===== src/rtl/sha_pad_pkg.sv =====
package sha_pad_pkg;

    typedef enum logic [1:0] {
        ST_IDLE = 2'd0,
        ST_MSG  = 2'd1,
        ST_PAD  = 2'd2
    } pad_state_e;

    typedef enum logic {
        FRAME_64  = 1'b0,
        FRAME_128 = 1'b1
    } frame_e;

    typedef struct packed {
        logic first;   // word is part of the first block
        logic eob;     // word closes a block
        logic last;    // word closes the padded message
    } word_tag_t;

    localparam int FILL_W = 7;   // enough for positions 0..127

    function automatic logic [7:0] blk_bytes(frame_e f);
        return (f == FRAME_128) ? 8'd128 : 8'd64;
    endfunction

    function automatic logic [7:0] len_bytes(frame_e f);
        return (f == FRAME_128) ? 8'd16 : 8'd8;
    endfunction

endpackage


===== src/rtl/sha_len_ctr.sv =====
module sha_len_ctr #(
    parameter int HALF_W = 64
) (
    input  logic              clk,
    input  logic              rst,
    input  logic              clr,
    input  logic              inc,
    output logic [HALF_W-1:0] cnt_lo,
    output logic [HALF_W-1:0] cnt_hi
);
    always_ff @(posedge clk) begin
        if (rst || clr) begin
            cnt_lo <= '0;
            cnt_hi <= '0;
        end else if (inc) begin
            cnt_lo <= cnt_lo + 1'b1;
            if (&cnt_lo) begin
                cnt_hi <= cnt_hi + 1'b1;
            end
        end
    end
endmodule


===== src/rtl/sha_pad_src.sv =====
module sha_pad_src
    import sha_pad_pkg::*;
#(
    parameter int HALF_W = 64
) (
    input  frame_e              frame,
    input  logic [FILL_W-1:0]   fill,
    input  logic                first_pad,
    input  logic                in_last_blk,
    input  logic [HALF_W-1:0]   len_lo,
    input  logic [HALF_W-1:0]   len_hi,
    output logic [7:0]          pad_byte
);
    localparam int BL_W   = 2 * HALF_W;
    localparam int WIDE_W = 128;

    logic [BL_W-1:0]   bit_len;
    logic [WIDE_W-1:0] bit_len_wide;
    logic [7:0]        blk, lenb, fstart, k;
    logic [8:0]        sh;
    logic              in_field;
    logic [7:0]        field_byte;

    always_comb begin
        // bit count of the message, top three bits of the high half drop out
        bit_len      = {len_hi, len_lo} << 3;
        bit_len_wide = WIDE_W'(bit_len);
        blk          = blk_bytes(frame);
        lenb         = len_bytes(frame);
        fstart       = blk - lenb;
        k            = {1'b0, fill} - fstart;
        in_field     = in_last_blk && ({1'b0, fill} >= fstart);
        sh           = {1'b0, lenb - 8'd1 - k} << 3;
        field_byte   = 8'(bit_len_wide >> sh);
        if (first_pad) begin
            pad_byte = 8'h80;
        end else if (in_field) begin
            pad_byte = field_byte;
        end else begin
            pad_byte = 8'h00;
        end
    end
endmodule


===== src/rtl/sha_word_packer.sv =====
module sha_word_packer
    import sha_pad_pkg::*;
(
    input  logic        clk,
    input  logic        rst,
    input  logic        clr,
    input  logic        in_valid,
    input  logic [7:0]  in_byte,
    input  word_tag_t   in_tag,
    output logic        in_ready,
    output logic        out_valid,
    output logic [31:0] out_word,
    output word_tag_t   out_tag,
    input  logic        out_ready
);
    logic [1:0]  bcnt;
    logic [31:0] wbuf;
    logic        take;
    logic        fire;

    assign in_ready = !out_valid || out_ready;
    assign take     = in_valid && in_ready;
    assign fire     = out_valid && out_ready;
    assign out_word = wbuf;

    always_ff @(posedge clk) begin
        if (rst || clr) begin
            bcnt      <= '0;
            wbuf      <= '0;
            out_valid <= 1'b0;
            out_tag   <= '0;
        end else begin
            if (fire) begin
                out_valid <= 1'b0;
            end
            if (take) begin
                wbuf <= {wbuf[23:0], in_byte};
                bcnt <= bcnt + 2'd1;
                if (bcnt == 2'd3) begin
                    out_valid <= 1'b1;
                    out_tag   <= in_tag;
                end
            end
        end
    end
endmodule


===== src/rtl/sha_msg_padder.sv =====
module sha_msg_padder
    import sha_pad_pkg::*;
#(
    parameter int HALF_W = 64
) (
    input  logic        clk,
    input  logic        rst,
    input  logic        start_i,
    input  logic        mode_i,
    input  logic        byte_valid_i,
    input  logic [7:0]  byte_i,
    output logic        byte_ready_o,
    input  logic        final_i,
    output logic        word_valid_o,
    output logic [31:0] word_o,
    output logic        word_first_o,
    output logic        word_eob_o,
    input  logic        word_ready_i,
    output logic        done_o
);
    pad_state_e        st;
    frame_e            frame_q;
    logic [FILL_W-1:0] fill;
    logic              first_blk;
    logic              pad_first;
    logic              last_blk;

    logic [HALF_W-1:0] cnt_lo, cnt_hi;
    logic [7:0]        pad_byte;
    logic              pk_in_ready;
    logic              msg_take, pad_take, take;
    logic              blk_end;
    logic [7:0]        blk, lenb, free_b;
    logic              tail_fits;
    word_tag_t         in_tag, out_tag;
    logic [7:0]        pk_byte;

    always_comb begin
        blk          = blk_bytes(frame_q);
        lenb         = len_bytes(frame_q);
        free_b       = blk - {1'b0, fill};
        tail_fits    = free_b >= (lenb + 8'd1);
        blk_end      = ({1'b0, fill} == (blk - 8'd1));
        byte_ready_o = (st == ST_MSG) && pk_in_ready;
        msg_take     = byte_valid_i && byte_ready_o && !final_i && !start_i;
        pad_take     = (st == ST_PAD) && pk_in_ready && !start_i;
        take         = msg_take || pad_take;
        pk_byte      = (st == ST_PAD) ? pad_byte : byte_i;
        in_tag.first = first_blk;
        in_tag.eob   = blk_end;
        in_tag.last  = (st == ST_PAD) && last_blk && blk_end;
    end

    always_ff @(posedge clk) begin
        if (rst) begin
            st        <= ST_IDLE;
            frame_q   <= FRAME_64;
            fill      <= '0;
            first_blk <= 1'b0;
            pad_first <= 1'b0;
            last_blk  <= 1'b0;
        end else if (start_i) begin
            st        <= ST_MSG;
            frame_q   <= frame_e'(mode_i);
            fill      <= '0;
            first_blk <= 1'b1;
            pad_first <= 1'b0;
            last_blk  <= 1'b0;
        end else begin
            if ((st == ST_MSG) && final_i) begin
                st        <= ST_PAD;
                pad_first <= 1'b1;
                last_blk  <= tail_fits;
            end
            if (take) begin
                fill <= blk_end ? '0 : fill + 1'b1;
                if (blk_end) begin
                    first_blk <= 1'b0;
                end
            end
            if (pad_take) begin
                pad_first <= 1'b0;
                if (blk_end) begin
                    last_blk <= 1'b1;
                    if (last_blk) begin
                        st <= ST_IDLE;
                    end
                end
            end
        end
    end

    always_ff @(posedge clk) begin
        if (rst) begin
            done_o <= 1'b0;
        end else begin
            done_o <= !start_i && word_valid_o && word_ready_i && out_tag.last;
        end
    end

    sha_len_ctr #(.HALF_W(HALF_W)) len_ctr_i (
        .clk    (clk),
        .rst    (rst),
        .clr    (start_i),
        .inc    (msg_take),
        .cnt_lo (cnt_lo),
        .cnt_hi (cnt_hi)
    );

    sha_pad_src #(.HALF_W(HALF_W)) pad_src_i (
        .frame       (frame_q),
        .fill        (fill),
        .first_pad   (pad_first),
        .in_last_blk (last_blk),
        .len_lo      (cnt_lo),
        .len_hi      (cnt_hi),
        .pad_byte    (pad_byte)
    );

    sha_word_packer packer_i (
        .clk       (clk),
        .rst       (rst),
        .clr       (start_i),
        .in_valid  (take),
        .in_byte   (pk_byte),
        .in_tag    (in_tag),
        .in_ready  (pk_in_ready),
        .out_valid (word_valid_o),
        .out_word  (word_o),
        .out_tag   (out_tag),
        .out_ready (word_ready_i)
    );

    assign word_first_o = out_tag.first;
    assign word_eob_o   = out_tag.eob;

endmodule


===== config.mk =====
export PLATFORM = sky130hd
export DESIGN_NAME = sha_msg_padder
export DESIGN_NICKNAME = d
export VERILOG_FILES = /design/src/rtl/sha_pad_pkg.sv /design/src/rtl/sha_len_ctr.sv /design/src/rtl/sha_pad_src.sv /design/src/rtl/sha_word_packer.sv /design/src/rtl/sha_msg_padder.sv
export SDC_FILE = /design/constraint.sdc
export NUM_CORES = 1
export LEC_CHECK = 0
export BUFFER_PORTS_ARGS = -buffer_cell sky130_fd_sc_hd__buf_2
export CORE_ASPECT_RATIO = 1.75
export CORE_MARGIN = 5
export CORE_UTILIZATION = 45
export CTS_CLUSTER_DIAMETER = 150
export DETAILED_ROUTE_END_ITERATION = 8
export HOLD_SLACK_MARGIN = 0.05
export SKIP_CTS_REPAIR_TIMING = 1
export SLEW_MARGIN = 30
export SYNTH_ARGS = -nofsm -noshare
export SYNTH_HDL_FRONTEND = slang
export SYNTH_SLANG_ARGS = --single-unit

===== constraint.sdc =====
create_clock -name clk -period 8 [get_ports clk]
set_clock_uncertainty 0.15 [all_clocks]
set_input_delay 2 -clock clk [delete_from_list [all_inputs] [get_ports clk]]
set_output_delay 2 -clock clk [all_outputs]
set_load 0.01 [all_outputs]

Word level (Yosys, flattened, before mapping)
Index checks and enable logic that the tools add are counted.
{"block": "word_totals", "regBits": 180, "in_bits": 15, "out_inout_bits": 37, "word_cells": 82}
{"block": "classes", "addsub": 11, "magnitude_cmp": 2, "eq_ne": 4, "shift": 1, "mux": 20, "reduce_logical": 28}
{"op": "$add A64 B1 Y64 const B", "count": 2}
{"op": "$shr A128 B9 Y8", "count": 1}
{"op": "$reduce_and A65 Y1", "count": 1}
{"op": "$mux W8", "count": 4}
{"op": "$logic_and A1 B1 Y1", "count": 15}
{"op": "$sub A6 B6 Y6", "count": 2}
{"op": "$mux W1", "count": 10}
{"op": "$add A8 B1 Y8 const B", "count": 1}
{"op": "$eq A7 B8 Y1", "count": 1}
{"op": "$ge A7 B8 Y1", "count": 1}
{"op": "$ge A8 B8 Y1", "count": 1}
{"op": "$mux W2", "count": 4}
{"op": "$sub A8 B1 Y8 const B", "count": 1}
{"op": "$sub A8 B5 Y8", "count": 1}
{"op": "$sub A8 B7 Y8", "count": 1}
{"op": "$add A7 B1 Y7 const B", "count": 1}
{"op": "$mux W7", "count": 1}
{"op": "$sub A6 B1 Y6 const B", "count": 1}
{"op": "$mux W5", "count": 1}
{"op": "$eq A2 B2 Y1 const B", "count": 2}
{"op": "$reduce_and A2 Y1", "count": 2}
{"op": "$reduce_bool A2 Y1", "count": 2}
{"op": "$logic_not A1 Y1", "count": 3}
{"op": "$logic_or A1 B1 Y1", "count": 3}
{"op": "other kinds (4)", "count": 4}

Logic depth before layout (Yosys ltp)
Gate-level depths: netlist of the first run.
{"block": "logic_depth", "depth_word": 9, "depth_mapped": 11, "ltp_nobuf": 9}

By module
A second synthesis of the first run with hierarchy kept.
{"block": "unflattened", "hier_cells": 1148, "area_unflattened_um2": 9960.8}
{"module": "sha_len_ctr", "n_inst": 1, "cells_each": 788, "area_each_um2": 6329.8, "seq_area_each_um2": 2562.5}
{"module": "sha_word_packer", "n_inst": 1, "cells_each": 146, "area_each_um2": 1482.7, "seq_area_each_um2": 760.7}
{"module": "sha_pad_src", "n_inst": 1, "cells_each": 83, "area_each_um2": 1182.4, "seq_area_each_um2": 0.0}
{"module": "sha_msg_padder", "n_inst": 1, "cells_each": 131, "area_each_um2": 965.9, "seq_area_each_um2": 280.3}

Least setup slack after synthesis of the first run
Ideal clock, no wire load.
{"block": "synth_path", "path_type": "input-to-output", "startpoint": "in word_ready_i", "endpoint": "out byte_ready_o", "arrival_ns": 2.360, "required_time_ns": 5.850, "slack_ns": 3.490, "cell_stages": 2, "n_path_buf": 0, "path_cell_list": "nor2b_1 -> nor3b_1"}
{"block": "synth_via", "elab_chain_cells": 2}
{"item": "start: declaration", "line": "sha_msg_padder.sv:18", "text": "input logic word_ready_i,"}
{"item": "$logic_or A1 B1 Y1", "line": "sha_word_packer.sv:21", "text": "assign in_ready = !out_valid || out_ready;"}
{"item": "$logic_and A1 B1 Y1", "line": "sha_msg_padder.sv:44", "text": "byte_ready_o = (st == ST_MSG) && pk_in_ready;"}
{"item": "end: declaration", "line": "sha_msg_padder.sv:12", "text": "output logic byte_ready_o,"}
No other way between the ends.

Worst setup path after layout of the first run
Ends and elaborated chain as after synthesis.

==> metrics, run 1 <==
clock latency on the worst-skew pair 0.44 ns; Area growth syn-to-layout 10.2%; Via-to-Cell Ratio 6.07; CP endpoint kind output pin; Nets 1,151; synth unique cells 44; Final Hold Viols 0; largest net degree at the start of global routing 81; die width 119 um; DIE AREA around 24,000 um2; Pleak 3.19 nW; core area 20,800 um2; M1 WL 10,100 um; f_max 210 MHz; pre-CTS setup slack 3.03 ns; max-cap violations 0; Crit Path Max Fanout 3; post-DR wirelength/cell 19.7 um; met2 wire length 15,300 um; Sink Count 177; GRT Overall Usage 0.229; sequential fraction of the synthesis area 0.376; DRC Markers 0; htree depth 4; vias 8,414; Yosys top cell area share 0.376; Post-Synthesis Mean Instance Area around 8.5 um2; layout cell share with drive strength beyond 1 0.129; met3 wire length 794 um; overall routed net length approximately 27,000 um; Worst Path Arrival 2.61 ns; top_reg_cell synth dfxtp_1; CTS max path bufs 2; die height between 200 and 250 um; Iteration-0 DRC Markers 586; # fillers 2,025; CTS Root Cell clkbuf_16; Synth top cells by count dfxtp_1, nand2_1, nor2_1, a21oi_1, clkbuf_1; status complete, no violations; Top Ports 52; top post-synthesis cells by area dfxtp_1, mux4_2, nand2_1; Yosys warning total 0; post-synthesis cell count 1,111; VDD IR-drop max 144 uV; largest area contributor in the netlist dfxtp_1; ANT nets after route 0; hold_ws 0.299 ns; Mapped Area 9430 um2; Clock Pin Slew Worst Setup and Hold Paths roughly 0.070 ns; post-synthesis register bit count 177; min Tclk post-route 4.76 ns; IO Port Bufs 51; async set-reset flop share out of synthesis 0; Antenna diodes 0; vias in the first global route 8,206; gpl congestion 0.873; top layer in use met4; DP HPWL between 20,000 and 25,000 um; type of the worst setup path in2out; period utilization 0.595; Slew Viols, Final 0; first-pass GRT wire length roughly 44,000 um; Worst Tran Pin Value approximately 0.96 ns; cell row count 70; initial antenna violation count 0; CP startpoint kind input pin; count leader, synth dfxtp_1; RSZ-0062 raised after global routing no; drt first pass iters 6; final worst setup slack around 3.2 ns; CTS Buf Count 17; final setup TNS 0 ns; PD cells 169 nW/um2; final global-route overflow total 0; Slew HR 0.360; syn nets 1,140; setup violators final 0; Initial Util 0.454; worst path required time a little under 6 ns; CTS tree built; hold crit path type reg2reg; Post-synth EDFFs 0
worst max-delay path: stages:
cell and delay (ns):
buf_2 0.11, nor2b_1 0.26, nor3b_1 0.09, buf_2 0.15
sequential cells by signal, indices dropped and copies added, names as in the netlist:
name                cells
last_blk                1
packer_i.bcnt           2
fill                    7
frame_q                 1
packer_i.out_word      32
done_o                  1
st                      2
packer_i.out_tag        3
packer_i.out_valid      1
len_ctr_i.cnt_hi       61
pad_first               1
first_blk               1
len_ctr_i.cnt_lo       64
cells in the final DEF, fill, tap and decap left out, drive strengths merged, types with 18 or more instances in the layout:
cell    instances
nand2         136
o21ai          25
buf            61
xnor2          42
nor3           20
mux4           37
and3           27
clkbuf         19
dfxtp         177
or4            32
inv            34
nand3          53
xor2           41
nor2          102
o31ai          30
nand4          48
nor4           35
or3            18
a21oi         100
power by group:
part | internal [mW] | total [mW] | switching, mW
Clock | 0.443 | 0.821 | 0.378
Sequential | 0.883 | 0.885 | 0.00282
Combinational | 0.0160 | 0.0491 | 0.0331
Total | 1.34 | 1.76 | 0.414
cells by family (layout without fill, tap and decap cells):
group           count (synthesis)  after routing  share of synthesized area
buf+inv                        98            121                     0.0429
simple gates                  526            526                      0.289
xor+xnor                       83             83                     0.0771
mux                            41             41                     0.0926
compound gates                172            172                      0.104
fa+ha+maj                      14             14                     0.0186
flops                         177            177                      0.376
per-stage QoR:
stage                     power [mW]  instance area (um2)  instances   util
after global placement         0.954                 9790       1354  0.472
after CTS                       1.78                10400       1386  0.500
after floorplan                0.940                 9430       1111      -
after global routing            1.81                10400       1386  0.500
final                           1.76                10400       1386  0.500
after detailed placement       0.955                 9820       1355  0.473
worst paths after layout:
check                                            from                     to  slack [ns]  depth (start not counted)
worst max-delay path                     word_ready_i           byte_ready_o        3.24                          4
worst min-delay path            packer_i.out_word[27]  packer_i.out_word[27]        0.30                          2
worst max register to register    len_ctr_i.cnt_hi[5]   len_ctr_i.cnt_hi[27]        4.56                          6
worst min register to register  packer_i.out_word[27]  packer_i.out_word[27]        0.30                          2
cell type report:
| type | instances | area [um2] | area share |
|---|---|---|---|
| clock buffers | 19 | 443 | 0.0426 |
| clock inverters | 12 | 124 | 0.0119 |
| inverters | 29 | 109 | 0.0105 |
| multi-input cells | 836 | 5510 | 0.530 |
| flip-flops and latches | 177 | 3550 | 0.341 |
| well taps | 252 | 315 | 0.0304 |
| repair buffers | 61 | 343 | 0.0330 |
routing by layer:
metal  up-vias  GRT usage
met5         -          0
met4         0      0.107
met3        62     0.0332
met2       193      0.437
met1      4114      0.242
li1       4045          -
Power figures use the tool's default switching activity.
==> run 2, diff against run 1 <==
Settings changed: ABC_AREA from default to 1.
Clock period 8 ns to 4.97 ns, I/O delays scaled along.
==> run 2 against run 1 <==
Hold slack better by 0.0065 ns. Highest routed layer unchanged. Synthesized area is 21% higher. First-iteration DRC count is 25% higher. Final cell count is 62% higher. Clock power is 78% higher. Global-route usage is 8.6 points higher. Wire length is 63% higher. Register-to-register slack worse by 2.7 ns. Via count is 47% higher. Die area is 19% higher.
==> metrics, run 2 <==
most common cell after layout, fill and taps aside nand2_1; CP cell instances buf_2, nor2_1, nor2_1, buf_2; cell row count 77; final setup TNS 0 ns; Synth top cells by count nand2_1, nor2_1, dfxtp_1, inv_1, a21oi_1; FF-to-FF path depth 11; # fillers 2,726; DP HPWL 34,100 um; Yosys warning total 0; IO Port Bufs 51; CTS Buf Count 17; slowest cell on the critical path nor2_1; post-synthesis register bit count 177; DIE AREA 28,700 um2; top_reg_cell synth dfxtp_1; design area 12,500 um2; final global-route overflow total 0; top post-synthesis cells by area dfxtp_1, nand2_1, nor2_1; Crit Path Max Fanout 3; layout cell share with drive strength beyond 1 0.0817; f_max around 320 MHz; first-pass GRT wire length 67,500 um; Sink Count 177; core area 25,100 um2; most frequent cells in the layout nand2_1, nor2_1, dfxtp_1; worst path required time around 3.6 ns; Iteration-0 DRC Markers 733; GRT Overall Usage 0.315; Antenna diodes 0; status complete, no violations; Buf+Inv Stages, Crit Path 2; vias 12,367; Post-synth EDFFs 0; Area growth syn-to-layout 10.0%; clock latency on the worst-skew pair 0.46 ns; overall routed net length between 40,000 and 50,000 um; Largest register FFs 64; ANT nets after route 0; post-synthesis cell count 1,896; hold crit path type reg2reg; largest net degree at the start of global routing 68; RSZ-0062 raised after global routing no; post-DR wirelength/cell around 20 um; count leader, synth nand2_1; htree depth 4; synth unique cells 38; Via-to-Cell Ratio 5.50; Slew HR 0.432; period utilization 0.634; Largest Register len_ctr_i.cnt_lo; VDD IR-drop max roughly 260 uV; Clock Pin Slew Worst Setup and Hold Paths 0.07 ns; Worst Tran Pin Value 0.851 ns; drt first pass iters 5; die width 130 um; Worst path top cell family by delay buffers and inverters; Nets 1,950; CTS tree built; DRC Markers 0; Top Ports between 50 and 60; min Tclk post-route 3.15 ns; async set-reset flop share out of synthesis 0; largest area contributor in the netlist dfxtp_1; die height 220 um; CTS Root Cell clkbuf_16; CP startpoint kind input pin; gpl congestion 1.00; setup violators final 0; type of the worst setup path in2out; sequential fraction of the synthesis area 0.312; Crit path largest cell delay 0.18 ns; Mapped Area between 10,000 and 15,000 um2; PD cells 241 nW/um2; Yosys top cell area share 0.312; worst hold stages 2; max-cap violations 0; vias in the first global route 12,129; placed cell area 11,900 um2; initial antenna violation count 0; Pleak 4.04 nW; syn nets 1,925; Initial Util 0.452; Slew Viols, Final 0; CP endpoint kind output pin; Post-Synthesis Mean Instance Area 6.00 um2; CTS max path bufs 2; Final Hold Viols 0; Worst Path Arrival around 1.8 ns; CP Depth 4
run 2: worst paths after layout:
path	start	to	slack [ns]
worst max-delay path	word_ready_i	byte_ready_o	1.82
worst min-delay path	packer_i.out_tag[0]	done_o	0.31
worst max register to register	len_ctr_i.cnt_lo[0]	len_ctr_i.cnt_hi[8]	1.84
worst min register to register	packer_i.out_tag[0]	done_o	0.31
run 2: layout make-up:
cell class	count	area, um2	area share
Timing Repair Buffer	71	405	0.0324
Clock inverter	13	173	0.0138
Sequential cell	177	3540	0.283
Clock buffer	19	453	0.0362
Multi-Input combinational cell	1502	6970	0.557
Inverter	152	573	0.0458
Tap cell	316	395	0.0316
run 2: logic make-up after synthesis:
logic type               count (synthesis)  share of synthesized area
AND/OR/NAND/NOR                       1102                      0.388
flip-flops                             177                      0.312
AO/OA/AOI/OAI                          317                      0.154
adder cells (fa/ha/maj)                 14                     0.0154
XOR/XNOR                                69                     0.0532
buffers and inverters                  217                     0.0768
run 2: tightest hold or removal path, delay by kind of cell (launching register included):
family,cells,cell delay [ns]
DFF,1,0.32
and+or+nand+nor,2,0.10
run 2: per-layer routing:
| layer | global-route usage | up-vias | wire length [um] |
|---|---|---|---|
| li1 | - | 6087 | - |
| met1 | 0.296 | 5628 | 15000 |
| met2 | 0.564 | 442 | 22500 |
| met3 | 0.0459 | 210 | 1900 |
| met4 | 0.304 | 0 | 5170 |
| met5 | 0 | - | 0 |
run 2: metrics by stage:
stage / setup WS (ns) / power [mW] / instances / hold slack, ns / util
2_1_floorplan: 2.11 / 1.54 / 1896 / 0.278 / -
3_3_place_gp: 1.49 / 1.59 / 2218 / 0.296 / 0.473
3_5_place_dp: 1.43 / 1.59 / 2218 / 0.292 / 0.473
4_1_cts: 1.83 / 3.05 / 2250 / 0.308 / 0.497
5_1_grt: 1.74 / 3.11 / 2250 / 0.335 / 0.497
6_report: 1.82 / 3.02 / 2250 / 0.306 / 0.497
run 2: power breakdown:
group | total [mW] | switching [mW] | internal, mW | leakage [nW]
clock network | 1.46 | 0.629 | 0.826 | 0.299
logic | 0.131 | 0.0965 | 0.0349 | 2.31
registers | 1.43 | 0.00550 | 1.42 | 1.43
==> run 3, diff against run 2 <==
Clock period 4.97 ns to 3.1 ns, I/O delays scaled along.
==> run 3 against run 2 <==
First-iteration DRC count grew 6.7%. Die area is the same. Critical path depth grew 6. Total power grew 55%. Hold slack gained 0.014 ns. Design area grew 0.41%. Critical endpoint is now packer_i.out_word[7]. Largest power group is now sequential cells.
==> metrics, run 3 (same netlist as run 2, synthesis figures left out) <==
Initial Util 0.452; period utilization 0.852; met3 Use GR 0.0428; min Tclk post-route 2.64 ns; Most Crowded Layer GR met2; most common cell after layout, fill and taps aside nand2_1; Crit path top cell by count nand2_1; Sink Count about 180; type of the worst setup path reg2reg; status complete, no violations; f_max 379 MHz; hold_ws 0.320 ns; R2R Path End packer_i.out_word[7]; CTS Root Cell clkbuf_16; layout cell share with drive strength beyond 1 0.0863; RSZ-0062 raised after global routing no; Pleak 4.07 nW; Worst path top cell family by delay buffers and inverters; CP startpoint kind flip-flop; max-cap violations 0; CTS tree built; Antenna diodes 0; die height 220 um; drt first pass iters 5; Area growth syn-to-layout 10.5%; hold endpoint packer_i.out_tag[1]; # fillers 2,706; Buf+Inv Stages, Crit Path 2; Slew Viols, Final 0; Largest register FFs 64; DRC Markers 0; DP HPWL 34,400 um; first-pass GRT wire length ~66,000 um; worst path required time 3.26 ns; final worst setup slack between 0.4 and 0.5 ns; GRT Overall Usage 0.312; Final Hold Viols 0; Crit Path Max Fanout 10; R2R setup slack 0.46 ns; Largest Register len_ctr_i.cnt_lo; die width 130 um; Slew HR 0.529; overall routed net length 44,500 um; Top Ports 52; HP Start packer_i.out_tag[1]; Worst Tran Pin Value 0.707 ns; vias in the first global route 11,856; DIE AREA 28,700 um2; most frequent cells in the layout nand2_1, nor2_1, dfxtp_1; ANT nets after route 0; VDD IR-drop max 379 uV; Crit path largest cell delay 0.48 ns; vias about 12,000; PD cells 371 nW/um2; Clock Pin Slew Worst Setup and Hold Paths 0.07 ns; met1 GRT Util 0.283; gpl congestion between 1 and 1.5; Via-to-Cell Ratio 5.45; Nets slightly below 2,000; Worst Path Arrival 2.81 ns; core area between 20,000 and 30,000 um2; global-route track usage on met2 0.558; FF-to-FF path depth 10; hold crit path type reg2reg; final global-route overflow total 0; CP endpoint kind flip-flop; clock latency on the worst-skew pair between 0.4 and 0.5 ns; IO Port Bufs 51; final setup TNS 0 ns; CTS Buf Count 17; pre-CTS setup slack 0.331 ns; htree depth 4; cell row count 77; setup violators final 0; CP cell instances inv_1, ha_1, xnor2_1, clkinv_1, nand3_1, nand2_1, nand2_1, nand2_1, nand2_1, a21oi_1; slowest cell on the critical path clkinv_1; largest net degree at the start of global routing 63; worst hold stages 2; initial antenna violation count 0; Reg-to-Reg Start frame_q; CTS max path bufs 2; Iteration-0 DRC Markers 782; post-DR wirelength/cell around 20 um
==> run 3: through the flow <==
step | instance area, um2 | util | cells | power (mW)
finish | 12600 | 0.500 | 2262 | 4.67
global route | 12600 | 0.500 | 2262 | 4.81
CTS | 12600 | 0.500 | 2262 | 4.71
detailed placement | 12000 | 0.477 | 2230 | 2.56
global placement | 12000 | 0.477 | 2230 | 2.56
floorplan | 11400 | - | 1896 | 2.47
==> run 3: worst max-delay path by stage <==
| stage | startpoint | endpoint | slack, ns | cells after the start |
|---|---|---|---|---|
| after CTS | frame_q | packer_i.out_word[2] | 0.45 | 10 |
| final | frame_q | packer_i.out_word[7] | 0.46 | 10 |
| after global placement | word_ready_i | len_ctr_i.cnt_lo[44] | 0.36 | 11 |
| after floorplan | frame_q | packer_i.out_word[0] | 0.73 | 9 |
| after global routing | frame_q | packer_i.out_word[2] | 0.26 | 10 |
| after detailed placement | word_ready_i | len_ctr_i.cnt_lo[44] | 0.33 | 11 |
==> run 3: power by group <==
part           switching, mW  internal (mW)  total (mW)
logic                  0.158         0.0604       0.218
registers            0.00979           2.28        2.29
clock network           1.03           1.12        2.15
==> run 3: area by class of cell <==
cell class	count	area, um2	area share
Multi-Input combinational cell	1502	6970	0.555
Sequential cell	177	3540	0.282
Inverter	152	573	0.0456
Timing Repair Buffer	83	520	0.0414
Clock buffer	19	433	0.0345
Tap cell	316	395	0.0315
Clock inverter	13	129	0.0103
==> run 3: per-layer routing <==
layer,wire (um),share of wire
met1,14600,0.33
met5,0,0
met3,2080,0.047
met4,5420,0.12
met2,22400,0.50
==> run 3: worst register-to-register path: cells and delay by family (launching register included) <==
kind / cells / cell delay, ns
simple gates: 5 / 0.58
buf+inv: 2 / 0.69
fa+ha+maj: 1 / 0.37
xor+xnor: 1 / 0.21
flops: 1 / 0.45
compound gates: 1 / 0.05
